### config.mk
export PLATFORM = sky130hd
export DESIGN_NAME = rst_seq_ctrl
export DESIGN_NICKNAME = d
export VERILOG_FILES = /design/src/rtl/rst_seq_pkg.sv /design/src/rtl/rst_pin_filter.sv /design/src/rtl/rst_seq_fsm.sv /design/src/rtl/rst_reg_bank.sv /design/src/rtl/rst_seq_ctrl.sv
export SDC_FILE = /design/constraint.sdc
export NUM_CORES = 1
export LEC_CHECK = 0
export ABC_CLOCK_PERIOD_IN_PS = 2000
export BUFFER_PORTS_ARGS = -buffer_cell sky130_fd_sc_hd__buf_2
export CAP_MARGIN = 20
export CORE_MARGIN = 2
export CORE_UTILIZATION = 59
export CTS_CLUSTER_SIZE = 20
export DETAILED_ROUTE_END_ITERATION = 10
export PLACE_DENSITY = 0.79
export SYNTH_ARGS = -nofsm -noshare
export SYNTH_HDL_FRONTEND = slang
export SYNTH_SLANG_ARGS = --single-unit
### constraint.sdc
create_clock -name clk -period 2 [get_ports clk]
set_input_delay 0.1 -clock clk [delete_from_list [all_inputs] [get_ports clk]]
set_output_delay 0.1 -clock clk [all_outputs]
set_load 0.05 [all_outputs]
### src/rtl/rst_seq_pkg.sv
package rst_seq_pkg;
  localparam int AW = 3;
  localparam int DW = 16;
  localparam int NUM_SLOTS = 1 << AW;

  typedef logic [AW-1:0] addr_t;
  typedef logic [DW-1:0] word_t;

  localparam addr_t A_CFG  = 3'd0;
  localparam addr_t A_KEEP = 3'd1;
  localparam addr_t A_LPTH = 3'd2;
  localparam addr_t A_STAT = 3'd3;
  localparam addr_t A_RUN  = 3'd4;
  localparam addr_t A_PORT = 3'd5;
  localparam addr_t A_GAIN = 3'd6;

  localparam int SWREQ_BIT = 7;
  localparam int DONE_BIT  = 15;
  localparam int LOCK_BIT  = 1;

  localparam word_t SWREQ_MASK = word_t'(1) << SWREQ_BIT;
  localparam word_t DONE_MASK  = word_t'(1) << DONE_BIT;
  localparam word_t PORT_MASK  = 16'h0003;
  localparam word_t RUN_CODE   = 16'h0001;

  localparam logic [1:0] MODE_FULL = 2'b00;

  typedef enum logic {PH_IDLE = 1'b0, PH_TRANS = 1'b1} phase_e;

  // Power-on / pin-reset value of each stored word.
  function automatic word_t reg_default(addr_t a);
    case (a)
      A_KEEP:  return 16'h0C00;
      A_LPTH:  return 16'h00FF;
      A_GAIN:  return 16'h0400;
      default: return '0;
    endcase
  endfunction

  // Value a word takes when a software reset is accepted.
  function automatic word_t soft_value(addr_t a, word_t cur);
    case (a)
      A_KEEP, A_LPTH: return cur;
      A_PORT:         return cur[LOCK_BIT] ? cur : reg_default(a);
      A_CFG:          return reg_default(a) | SWREQ_MASK;
      default:        return reg_default(a);
    endcase
  endfunction

  // Value a word takes on an ordinary accepted write.
  function automatic word_t store_value(addr_t a, word_t cur, word_t d);
    case (a)
      A_CFG:          return d & ~SWREQ_MASK;
      A_PORT:         return cur[LOCK_BIT] ? cur : (d & PORT_MASK);
      A_STAT, 3'd7:   return cur;
      default:        return d;
    endcase
  endfunction

  function automatic logic is_start_code(word_t d);
    return d == RUN_CODE;
  endfunction
endpackage

### src/rtl/rst_pin_filter.sv
module rst_pin_filter #(
  parameter int MIN_LOW_CYC = 1250
) (
  input  logic clk,
  input  logic por_n,
  input  logic pin_n,
  output logic hw_evt
);
  localparam int CW = $clog2(MIN_LOW_CYC + 1);
  localparam logic [CW-1:0] CNT_TOP = CW'(MIN_LOW_CYC);

  logic [1:0]    sync_q;
  logic          pin_s;
  logic [CW-1:0] low_cnt;

  always_ff @(posedge clk or negedge por_n) begin
    if (!por_n) sync_q <= 2'b11;
    else        sync_q <= {sync_q[0], pin_n};
  end

  assign pin_s = sync_q[1];

  // Counts consecutive synchronized low cycles, saturating at the minimum.
  always_ff @(posedge clk or negedge por_n) begin
    if (!por_n)               low_cnt <= '0;
    else if (pin_s)           low_cnt <= '0;
    else if (low_cnt != CNT_TOP) low_cnt <= low_cnt + 1'b1;
  end

  assign hw_evt = pin_s && (low_cnt == CNT_TOP);

  // an accepted reset always follows a low synchronized pin
  a_r2_evt_after_low: assert property (@(posedge clk) disable iff (!por_n)
    hw_evt |-> !$past(pin_s));
  // an accepted reset is a single-cycle event
  a_r2_single_pulse: assert property (@(posedge clk) disable iff (!por_n)
    hw_evt |=> !hw_evt);
endmodule

### src/rtl/rst_seq_fsm.sv
module rst_seq_fsm #(
  parameter int TRANS_CYC = 64
) (
  input  logic clk,
  input  logic por_n,
  input  logic start,
  input  logic stat_clr,
  output logic in_trans,
  output logic trans_end,
  output logic done_flag
);
  import rst_seq_pkg::*;

  localparam int TW = $clog2(TRANS_CYC + 1);
  localparam logic [TW-1:0] LOAD = TW'(TRANS_CYC - 1);

  phase_e        phase_q;
  logic [TW-1:0] cnt_q;

  assign in_trans  = (phase_q == PH_TRANS);
  assign trans_end = in_trans && (cnt_q == '0);

  always_ff @(posedge clk or negedge por_n) begin
    if (!por_n) begin
      phase_q   <= PH_IDLE;
      cnt_q     <= '0;
      done_flag <= 1'b0;
    end else if (start) begin
      phase_q   <= PH_TRANS;
      cnt_q     <= LOAD;
      done_flag <= 1'b0;
    end else if (trans_end) begin
      phase_q   <= PH_IDLE;
      done_flag <= 1'b1;
    end else begin
      if (in_trans) cnt_q <= cnt_q - 1'b1;
      if (stat_clr) done_flag <= 1'b0;
    end
  end

  // flag is never set while the window is open
  a_r5_flag_low_in_window: assert property (@(posedge clk) disable iff (!por_n)
    in_trans |-> !done_flag);
  // flag rises only as the window closes
  a_r5_rise_at_end: assert property (@(posedge clk) disable iff (!por_n)
    $rose(done_flag) |-> $past(trans_end));
  // a clearing write drops the flag
  a_r6_clear_works: assert property (@(posedge clk) disable iff (!por_n)
    (stat_clr && !start && !trans_end) |=> !done_flag);
endmodule

### src/rtl/rst_reg_bank.sv
module rst_reg_bank (
  input  logic                     clk,
  input  logic                     por_n,
  input  logic                     hw_evt,
  input  logic                     sw_go,
  input  logic                     trans_end,
  input  logic                     in_trans,
  input  logic                     done_flag,
  input  logic [1:0]               pwr_mode,
  input  logic                     wr_en,
  input  rst_seq_pkg::addr_t       wr_addr,
  input  rst_seq_pkg::word_t       wr_data,
  input  rst_seq_pkg::addr_t       rd_addr,
  output rst_seq_pkg::word_t       rd_data,
  output logic                     sw_req,
  output logic                     stat_clr,
  output logic                     engine_run
);
  import rst_seq_pkg::*;

  word_t q_arr [NUM_SLOTS];
  logic  wr_ok;

  assign wr_ok    = wr_en && !in_trans;
  assign sw_req   = wr_ok && (wr_addr == A_CFG) && wr_data[SWREQ_BIT] && (pwr_mode == MODE_FULL);
  assign stat_clr = wr_en && (wr_addr == A_STAT) && wr_data[DONE_BIT];

  for (genvar i = 0; i < NUM_SLOTS; i++) begin : g_slot
    localparam addr_t SA = addr_t'(i);
    always_ff @(posedge clk or negedge por_n) begin
      if (!por_n)                               q_arr[i] <= reg_default(SA);
      else if (hw_evt)                          q_arr[i] <= reg_default(SA);
      else if (sw_go)                           q_arr[i] <= soft_value(SA, q_arr[i]);
      else if (trans_end && SA == A_CFG)        q_arr[i] <= q_arr[i] & ~SWREQ_MASK;
      else if (wr_ok && wr_addr == SA)          q_arr[i] <= store_value(SA, q_arr[i], wr_data);
    end
  end

  assign rd_data    = (rd_addr == A_STAT) ? (done_flag ? DONE_MASK : '0) : q_arr[rd_addr];
  assign engine_run = is_start_code(q_arr[A_RUN]);

  // engine starts only from a start-code write
  a_r7_start_by_write: assert property (@(posedge clk) disable iff (!por_n)
    $rose(engine_run) |-> $past(wr_en && wr_addr == A_RUN && wr_data == RUN_CODE));
  // a plain register cannot change inside the window except by a pin reset
  a_r8_frozen_in_window: assert property (@(posedge clk) disable iff (!por_n)
    (in_trans && !hw_evt) |=> $stable(q_arr[A_GAIN]));
  // retention words survive a software reset
  a_r3_keep_retained: assert property (@(posedge clk) disable iff (!por_n)
    (sw_go && !hw_evt) |=> ($stable(q_arr[A_KEEP]) && $stable(q_arr[A_LPTH])));
  // a locked port selection only moves on a pin reset
  a_r9_lock_holds: assert property (@(posedge clk) disable iff (!por_n)
    (q_arr[A_PORT][LOCK_BIT] && !hw_evt) |=> $stable(q_arr[A_PORT]));
endmodule

### src/rtl/rst_seq_ctrl.sv
module rst_seq_ctrl #(
  parameter int MIN_LOW_CYC = 1250,
  parameter int TRANS_CYC   = 64
) (
  input  logic        clk,
  input  logic        por_n,
  input  logic        rst_pin_n,
  input  logic [1:0]  pwr_mode,
  input  logic        wr_en,
  input  logic [2:0]  wr_addr,
  input  logic [15:0] wr_data,
  input  logic [2:0]  rd_addr,
  output logic [15:0] rd_data,
  output logic        irq_n,
  output logic        engine_run
);
  import rst_seq_pkg::*;

  logic hw_evt, sw_req, sw_go, stat_clr;
  logic in_trans, trans_end, done_flag;

  assign sw_go = sw_req && !hw_evt;

  rst_pin_filter #(.MIN_LOW_CYC(MIN_LOW_CYC)) u_pin (
    .clk(clk), .por_n(por_n), .pin_n(rst_pin_n), .hw_evt(hw_evt)
  );

  rst_seq_fsm #(.TRANS_CYC(TRANS_CYC)) u_fsm (
    .clk(clk), .por_n(por_n), .start(hw_evt || sw_go), .stat_clr(stat_clr),
    .in_trans(in_trans), .trans_end(trans_end), .done_flag(done_flag)
  );

  rst_reg_bank u_bank (
    .clk(clk), .por_n(por_n), .hw_evt(hw_evt), .sw_go(sw_go),
    .trans_end(trans_end), .in_trans(in_trans), .done_flag(done_flag),
    .pwr_mode(pwr_mode), .wr_en(wr_en), .wr_addr(wr_addr), .wr_data(wr_data),
    .rd_addr(rd_addr), .rd_data(rd_data), .sw_req(sw_req), .stat_clr(stat_clr),
    .engine_run(engine_run)
  );

  assign irq_n = !done_flag;

  // a window opens only from a pin reset or a full-mode request
  a_r4_no_low_power_soft: assert property (@(posedge clk) disable iff (!por_n)
    $rose(in_trans) |-> ($past(hw_evt) || $past(pwr_mode) == MODE_FULL));
  // interrupt asserts only as a window closes
  a_r5_irq_at_end: assert property (@(posedge clk) disable iff (!por_n)
    $fell(irq_n) |-> $past(trans_end));
endmodule

==> flow_summary.ini, run 1 <==
[outcome]
status = finished clean

[worst_hold_path]
hold_depth = 3
min_from = wr_data[3]
hp-class = in2reg
min_to = u_bank.q_arr[83]

[synth]
synthDistinctLibCells = 46
synth_seq_cells = 104
yosysTopAreaCell = dfrtp_1
synthesis.instances = 508
yosysWarnings = 0
synth_top_cells_by_area = dfrtp_1 43%, mux2i_1 21%, nor2_1 7.1%
synthArstFlopShare_pct = 100
avgSynthCellArea_um2 = 10.4
ys.flop_type = dfrtp_1
synthesis.nets = 540
synth_edf_count = 0
synth_top_area_share_pct = 42.9
synth_area_um2 = 5310
ys_seq_area_share_pct = 49.4

[route]
drtIter0Drc = 221
ant_nets = 0
post_drt_wl_per_cell_um = 17.7
viasPerCell = 5.84
num_vias = 3916
drc = 0
first_pass_iters = 5
totalWireLength_um = 11900

[final_layout]
postLayoutCellArea_um2 = 5940
nFillCells = 660
drive_above_1_share_pct = 19.0
fin_nets = 590
multiInputGateArea_um2 = 2470
area_growth_pct = 12.0
antennaDiodeCount = 0
seqCellArea_um2 = 2620

[floorplan]
start_util_pct = 60.8
die_width_um = 98.8
core-area_um2 = 8720
dieArea_um2 = 9770
die_h_um = 98.8
ios = 46
rows = 34

[timing]
tightest_slew_ns = 1.10
finalSetupViolCount = 0
rsz0062_at_grt = false
finalMaxSlewViolations = 0
slew_headroom_pct = 26.1
min_period_ns = 1.91
clock_skew_ns = 0.0133
period_share_pct = 95.4
fmax_mhz = 524
hold_violations = 0

[clock_tree]
clk_pin_slew_ns = 0.11
cts_tree = yes
cts_setup_buffers = 0
cts.sinks = 104
cts_buffers = 9
root_buffer = clkbuf_8
clockBufferDepth = 2
cts_max_level = 3
clk_latency_ns = 0.36

[pwr]
ir_worst_vdd_v = 0.000652
p_total_mw = 5.64
power_density_nw_per_um2 = 950
leakage_nw = 3.01

[placed_design]
io_buffer_count = 45
placed_cell_area_um2 = 5720
place_hpwl_um = 8080
gp_congestion = 0.945

[global_route]
track_usage_pct = 25.6
first_global_vias = 3890
grt_max_degree = 47
grt-ovfl-total = 0
grt_pass1_wl_um = 19900
antenna_found_initial = 0

[setup_path]
reg2reg_depth = 6
cp_data_required_time_ns = 1.90
worst-setup-path-type = reg2out
cp_max_fo = 3
cp-start-kind = flop
endpoint_kind = output port
r2r_end = u_bank.q_arr[17]
cp.arrival_ns = 1.81
r2r_slack_ns = 0.18
r2r-start = u_pin.low_cnt[1]

[run]
max-cap-violations = 0
==> through the flow <==
step	utilization, %	setup TNS [ns]	setup slack, ns	instances	hold WS, ns
final	68.1	0	0.0920	671	0.0196
after global routing	68.1	0	0.0196	671	0.0241
after CTS	68.1	0	0.0835	671	0.00825
after detailed placement	65.6	0	0.114	653	0.146
after global placement	65.6	0	0.187	653	0.148
after floorplan	-	-0.215	-0.109	508	-0.196
==> how the worst max path moves through the flow <==
stage,from,end,slack (ns)
final,u_bank.q_arr[50],engine_run,0.09
after global routing,u_pin.low_cnt[1],u_bank.q_arr[31],0.02
after global placement,u_pin.low_cnt[1],u_bank.q_arr[19],0.19
after detailed placement,u_pin.low_cnt[1],u_bank.q_arr[17],0.11
after floorplan,rd_addr[1],rd_data[1],-0.11
after CTS,u_pin.low_cnt[1],u_bank.q_arr[17],0.08
==> what timing repair did <==
action | CTS | global route
endpoints found under the hold margin | 38 | 0
hold buffers | 2 | 0
resized for setup | 0 | 1
endpoints found under the setup margin | 0 | 31
==> kinds of logic after synthesis <==
logic type	share of synthesized area, %
buffers and inverters	4.20
muxes	21.2
DFF	49.4
AOI/OAI and AO/OA	6.44
adders and majority gates	0.943
xor gates and xnor gates	1.49
and+or+nand+nor	16.4
==> synth_stat cells (2+ instances only) <==
cell / number
xor2_1: 4
nor2_1: 100
nor2b_1: 15
o21ai_0: 8
a221oi_1: 2
nor4_1: 5
nand3_1: 8
nor3b_1: 2
a211o_1: 3
xnor2_1: 5
dfstp_2: 13
a21o_1: 2
inv_1: 11
nand4_1: 2
nand3b_1: 3
a21oi_1: 19
buf_1: 5
a211oi_1: 3
buf_2: 7
or3_1: 2
dfrtp_1: 91
mux2i_1: 110
nor3_1: 5
nand2_1: 23
ha_1: 4
o22ai_1: 16
buf_4: 10
nand2b_1: 3
a31oi_1: 2
clkbuf_1: 7
and4_1: 3
==> sequential cells by signal, indices dropped and copies added (netlist names) <==
signal / count
u_pin.sync_q: 2
u_fsm.done_flag: 1
u_fsm.in_trans: 1
u_bank.q_arr: 82
u_fsm.cnt_q: 7
u_pin.low_cnt: 11
==> per-layer routing <==
layer  wire [µm]  GRT usage (%)
met1        5350           36.4
met2        5760           41.1
met3         639           4.11
met4         163           7.17
met5           0              0
==> layout make-up <==
class                           instances  area share, %
Timing Repair Buffer                   70           7.92
Inverter                               11          0.695
Sequential cell                       104           44.1
Clock inverter                          7           1.33
Tap cell                              108           2.27
Clock buffer                            9           2.08
Multi-Input combinational cell        362           41.6
==> worst max-delay path: stages, from the launching register on <==
cell and delay (ns):
dfrtp_1 0.41, nor4b_1 0.51, and4_1 0.26, buf_2 0.26
==> where the power goes <==
part           internal (mW)  leakage, nW  total, mW  switching (mW)
combinational          0.601         1.55       1.47           0.867
sequential              2.54         1.36       2.84           0.295
clock                  0.594       0.0982       1.34           0.746
total                   3.74         3.01       5.64            1.91
==> layout by cell type, fill, tap and decap left out, drive strengths merged, types with 4 or more instances in the layout <==
master  Yosys  layout
nor2      100     100
xor2        4       4
ha          4       4
mux2i     110     110
nor2b      15      15
o22ai      16      16
inv        11      14
nor4        5       5
clkbuf      7       9
buf        24      68
o21ai       9       9
nand2      23      23
nand3       9       9
dfrtp      91      91
nor3        6       6
xnor2       5       5
nand2b      4       4
dfstp      13      13
a21oi      19      19
Power figures use the tool's default switching activity.
==> run 2: changes to the inputs <==
--- a/config.mk
+++ b/config.mk
@@ -5,7 +5,7 @@
 export SDC_FILE = /design/constraint.sdc
 export NUM_CORES = 1
 export LEC_CHECK = 0
-export ABC_CLOCK_PERIOD_IN_PS = 2000
+export ABC_CLOCK_PERIOD_IN_PS = 1800
 export BUFFER_PORTS_ARGS = -buffer_cell sky130_fd_sc_hd__buf_2
 export CAP_MARGIN = 20
 export CORE_MARGIN = 2
==> constraint.sdc (replaced) <==
create_clock -name clk -period 1.8 [get_ports clk]
set_input_delay 0.27 -clock clk [delete_from_list [all_inputs] [get_ports clk]]
set_output_delay 0.27 -clock clk [all_outputs]
set_load 0.05 [all_outputs]
==> run 2 against run 1 <==
Compared with the run above: the run now ends with setup timing left; sequential power increased by 11%; core utilization increased by 3.8 points; highest routed layer unchanged; final cell count increased by 1.8%; first-iteration DRC count increased by 41%; combinational power increased by 26%; setup slack got worse by 0.17 ns; die area unchanged; sequential share of layout area decreased by 2.3 points; clock-buffer cell count increased by 2; critical path depth unchanged; clock power increased by 22%; final area increased by 5.6%.
==> flow_summary.ini, run 2 (synthesized netlist as in run 1, its figures left out) <==
[outcome]
status = complete, but fails checks
violations = setup timing

[setup_path]
crit_buf_inv = 1
path_cells = nor4_1 -> and4_4 -> buf_8
critPathSlowestCell = dfrtp_1
max_stage_delay_ns = 0.40
cp_data_required_time_ns = 1.53
cp.depth = 3
cp_max_fo = 3
cp.arrival_ns = 1.61
reg2reg_depth = 5
critPathTopFamily = simple AND/OR/NAND/NOR gates
cp-start-kind = flop
worst-setup-path-type = reg2out
endpoint_kind = output port

[placed_design]
gp_congestion = 0.846
place_hpwl_um = 8190
placed_cell_area_um2 = 5890
io_buffer_count = 45

[pwr]
pwr-share-clk_pct = 24.6
p_seq_share_pct = 47.4
p_int_mw = 4.48
p_sw_mw = 2.16
ir_worst_vdd_v = 0.000791
combPwrFrac_pct = 27.9
p_sw_share_pct = 32.5
leakage_nw = 3.14
power_density_nw_per_um2 = 1060

[clock_tree]
clk_pin_slew_ns = 0.10
cts.sinks = 104
root_buffer = clkbuf_8
clockBufferDepth = 2
cts_buffers = 9
clk_latency_ns = 0.37
cts_max_level = 3
cts_tree = yes

[final_layout]
top_register = u_bank.q_arr
postLayoutCellArea_um2 = 6270
area_growth_pct = 18.3
drive_above_1_share_pct = 24.9
nFillCells = 609
largest_reg_flops = 82
antennaDiodeCount = 0
fin_nets = 602
final_cell_mix = 110 x mux2i_1, 97 x nor2_1, 91 x dfrtp_1
reg.largest.list = u_bank.q_arr: 82 flops, u_pin.low_cnt: 11 flops, u_fsm.cnt_q: 7 flops
mostFrequentLayoutCell = mux2i_1

[floorplan]
die_h_um = 98.8
core-area_um2 = 8720
dieArea_um2 = 9770
ios = 46
die_width_um = 98.8
start_util_pct = 60.8
rows = 34

[run]
max-cap-violations = 0

[global_route]
grt-ovfl-total = 0
grt_max_degree = 105
first_global_vias = 3889
track_usage_pct = 25.8
grt_pass1_wl_um = 19800
antenna_found_initial = 0

[timing]
rsz0062_at_grt = true
fmax_mhz = 532
period_share_pct = 104
min_period_ns = 1.88
tightest_slew_ns = 0.544
finalMaxSlewViolations = 0
hold_violations = 0
clock_skew_ns = 0.0124
whs_ns = 0.196
slew_headroom_pct = 63.7
finalSetupViolCount = 4
setup_ws_ns = -0.0791

[worst_hold_path]
hp-class = in2reg
hold_depth = 3

[route]
num_vias = 3940
drc = 0
ant_nets = 0
post_drt_wl_per_cell_um = 17.8
drtIter0Drc = 312
totalWireLength_um = 12100
viasPerCell = 5.77
first_pass_iters = 4
[run 2: cell count changes in the layout (fill, tap and decap cells not counted), sizes merged]
| cell | delta |
|---|---|
| clkinvlp | -2 |
| clkinv | +2 |
| bufinv | +1 |
| clkbuf | +2 |
| inv | -3 |
| buf | +12 |
[run 2: final cells by class]
| class | instances | area, µm² | area share, % |
|---|---|---|---|
| clock inverter | 5 | 78.8 | 1.26 |
| sequential | 104 | 2620 | 41.7 |
| inverter | 11 | 41.3 | 0.658 |
| multi-input combinational | 362 | 2610 | 41.7 |
| clock buffer | 11 | 151 | 2.41 |
| timing repair buffer | 82 | 636 | 10.1 |
| tap | 108 | 135 | 2.15 |
[run 2: power by group through the flow]
stage | clock (mW) | sequential [mW] | combinational, mW
floorplan | 0 | 3.08 | 1.31
global placement | 0 | 3.15 | 1.65
detailed placement | 0 | 3.18 | 1.72
CTS | 1.66 | 3.13 | 1.79
global route | 1.76 | 3.20 | 2.04
finish | 1.63 | 3.15 | 1.85
[run 2: path summary, 6_finish.rpt]
path | from | to | slack (ns)
setup / recovery | u_bank.q_arr[53] | engine_run | -0.08
hold / removal | wr_data[3] | u_bank.q_arr[83] | 0.20
setup reg to reg | u_fsm.in_trans | u_bank.q_arr[119] | 0.09
hold reg to reg | u_pin.sync_q[0] | u_pin.sync_q[1] | 0.36
max in group asynchronous | por_n | u_pin.sync_q[1] | 0.89
min in group asynchronous | por_n | u_bank.q_arr[61] | 0.48
[run 2: worst register-to-register path, delay by kind of cell, from the launching register on]
| family | cells | cell delay, ns |
|---|---|---|
| AND/OR/NAND/NOR | 2 | 0.55 |
| AO/OA/AOI/OAI | 1 | 0.08 |
| buffers and inverters | 1 | 0.29 |
| flip-flops | 1 | 0.41 |
| multiplexers | 1 | 0.27 |
[run 2: stage by stage]
stage	TNS, ns	cells	worst slack [ns]	total power [mW]	utilization, %
after global routing	-0.469	683	-0.151	7.00	72.0
after CTS	-0.199	680	-0.104	6.58	71.1
after floorplan	-0.421	508	-0.142	4.39	-
final	-0.195	683	-0.0791	6.63	72.0
after global placement	0	659	0.0660	4.80	67.5
after detailed placement	0	659	0.0574	4.89	67.5
[run 2: routing by layer]
| metal | GRT usage, % | vias up | share of wire (%) | wire (µm) |
|---|---|---|---|---|
| li1 | - | 1886 | - | - |
| met1 | 36.2 | 1944 | 45 | 5450 |
| met2 | 42.3 | 95 | 49 | 5990 |
| met3 | 4.26 | 15 | 4.4 | 539 |
| met4 | 6.32 | 0 | 1.3 | 155 |
| met5 | 0 | - | 0 | 0 |
[run 2: repair_timing]
| item | 4_1_cts | 5_1_grt |
|---|---|---|
| resized for setup | 16 | 19 |
| hold buffers | 2 | 0 |
| pin swaps | 1 | 1 |
| endpoints found under the setup margin | 6 | 50 |
| hold endpoints to repair | 64 | 0 |
| setup buffers | 3 | 3 |
==> run 3: changes to the inputs <==
--- a/config.mk
+++ b/config.mk
@@ -5,7 +5,7 @@
 export SDC_FILE = /design/constraint.sdc
 export NUM_CORES = 1
 export LEC_CHECK = 0
-export ABC_CLOCK_PERIOD_IN_PS = 1800
+export ABC_CLOCK_PERIOD_IN_PS = 1750
 export BUFFER_PORTS_ARGS = -buffer_cell sky130_fd_sc_hd__buf_2
 export CAP_MARGIN = 20
 export CORE_MARGIN = 2
==> constraint.sdc (replaced) <==
create_clock -name clk -period 1.75 [get_ports clk]
set_input_delay 0.2625 -clock clk [delete_from_list [all_inputs] [get_ports clk]]
set_output_delay 0.2625 -clock clk [all_outputs]
set_load 0.05 [all_outputs]
==> run 3 against run 2 <==
Compared with the run above: the run still ends with setup timing left; global-route usage increased by 1.4 points; final area rose by 10%; critical path type unchanged; flip-flop and latch count stayed put; highest routed layer unchanged; routed wire length is 24% higher.
==> flow_summary.ini, run 3 (synthesized netlist as in run 1, its figures left out) <==
[timing]
hold_violations = 0
fmax_mhz = 512
slew_headroom_pct = 67.8
finalMaxSlewViolations = 0
finalSetupViolCount = 82
rsz0062_at_grt = true
clock_skew_ns = 0.00984
period_share_pct = 112
setup_ws_ns = -0.203
min_period_ns = 1.95
tightest_slew_ns = 0.483

[pwr]
ir_worst_vdd_v = 0.000716
leakage_nw = 3.26
power_density_nw_per_um2 = 1040

[final_layout]
mostFrequentLayoutCell = mux2i_1
antennaDiodeCount = 0
reg.largest.list = u_bank.q_arr: 82 flops, u_pin.low_cnt: 11 flops, u_fsm.cnt_q: 7 flops
largest_reg_flops = 82
top_register = u_bank.q_arr
multiInputGateArea_um2 = 2890
utilization_pct = 79.4
seqCellArea_um2 = 2620
area_growth_pct = 30.5
nFillCells = 482
final_cell_mix = 110 x mux2i_1, 91 x dfrtp_1, 60 x nor2_1
fin_nets = 624
drive_above_1_share_pct = 35.2
postLayoutCellArea_um2 = 6920

[route]
drtIter0Drc = 320
totalWireLength_um = 15000
ant_nets = 0
first_pass_iters = 5
viasPerCell = 6.23
post_drt_wl_per_cell_um = 21.3
drc = 0
num_vias = 4389

[setup_path]
max_stage_delay_ns = 0.55
critPathSlowestCell = dfstp_2
cp-start-kind = flop
worst-setup-path-type = reg2out
cp_max_fo = 2
endpoint_kind = output port
cp_data_required_time_ns = 1.49
crit_path_frequent_cell = o21ai_1
cp.arrival_ns = 1.69
path_cells = nor2_1 -> o21ai_1 -> o21ai_1 -> a221oi_2 -> buf_6

[floorplan]
die_h_um = 98.8
die_width_um = 98.8
start_util_pct = 60.8
ios = 46
rows = 34
dieArea_um2 = 9770
core-area_um2 = 8720

[global_route]
track_usage_pct = 27.2
grt-ovfl-total = 0
grt_pass1_wl_um = 21000
antenna_found_initial = 0
first_global_vias = 4236
grt_max_degree = 39

[clock_tree]
clk_pin_slew_ns = 0.10
root_buffer = clkbuf_8
cts_tree = yes
cts_max_level = 3
clockBufferDepth = 2
cts_buffers = 9
clk_latency_ns = 0.38
cts.sinks = 104

[placed_design]
placed_cell_area_um2 = 5990
io_buffer_count = 45
gp_congestion = 0.831
place_hpwl_um = 8480

[outcome]
violations = setup timing
status = complete, but fails checks

[worst_hold_path]
hp-class = in2reg

[run]
max-cap-violations = 0
-- run 3: final cells by class --
| cell class | instances | area share (%) |
|---|---|---|
| clock buffers | 11 | 2.04 |
| clock inverters | 5 | 1.23 |
| inverters | 11 | 0.597 |
| multi-input cells | 362 | 41.8 |
| flip-flops and latches | 104 | 37.8 |
| well taps | 108 | 1.95 |
| repair buffers | 104 | 14.5 |
-- run 3: metal layers --
metal	track usage [%]	routed length [µm]	part of all wire, %	vias to the layer above
li1	-	-	-	1925
met5	0	0	0	-
met1	36.1	5900	39	2217
met3	5.46	1040	6.9	37
met2	45.2	7740	52	210
met4	8.43	350	2.3	0
-- run 3: final timing paths --
check,depth (start not counted),slack (ns),endpoint,from
min reg2reg,0,0.36,u_pin.sync_q[1],u_pin.sync_q[0]
max reg2reg,8,-0.15,u_bank.q_arr[24],u_pin.low_cnt[0]
max in group asynchronous,3,0.71,u_bank.q_arr[26],por_n
min,3,0.18,u_bank.q_arr[83],wr_data[3]
max,5,-0.20,rd_data[1],u_bank.q_arr[81]
min in group asynchronous,2,0.37,u_bank.q_arr[23],por_n
-- run 3: per-stage QoR --
| step | total power, mW | instances | TNS, ns | setup slack, ns | hold slack, ns |
|---|---|---|---|---|---|
| detailed placement | 5.06 | 669 | -0.501 | -0.0432 | 0.250 |
| global route | 7.51 | 705 | -11.99 | -0.278 | 0.199 |
| finish | 7.18 | 705 | -6.26 | -0.203 | 0.175 |
| floorplan | 4.51 | 508 | -0.876 | -0.177 | -0.0331 |
| global placement | 4.97 | 669 | 0 | 0.0531 | 0.243 |
| CTS | 6.81 | 689 | -0.399 | -0.144 | 0.171 |
-- run 3: worst max-delay path: cells and delay by family, from the launching register on --
family / cells / cell delay, ns
buffers and inverters: 1 / 0.20
flip-flops: 1 / 0.55
AND/OR/NAND/NOR: 1 / 0.05
AO/OA/AOI/OAI: 3 / 0.52
-- run 3: report_power, final --
| part | internal (mW) | switching, mW | total [mW] |
|---|---|---|---|
| Sequential | 2.91 | 0.369 | 3.28 |
| Combinational | 0.963 | 1.21 | 2.18 |
| Clock | 0.857 | 0.869 | 1.73 |
-- run 3: what timing repair did --
| action | in CTS | in global routing |
|---|---|---|
| gates cloned | 0 | 8 |
| setup endpoints to repair | 76 | 87 |
| hold buffers | 2 | 0 |
| endpoints found under the hold margin | 27 | 0 |
| gates resized for setup | 23 | 113 |
| pin swaps | 1 | 38 |
| buffers inserted | 2 | 8 |
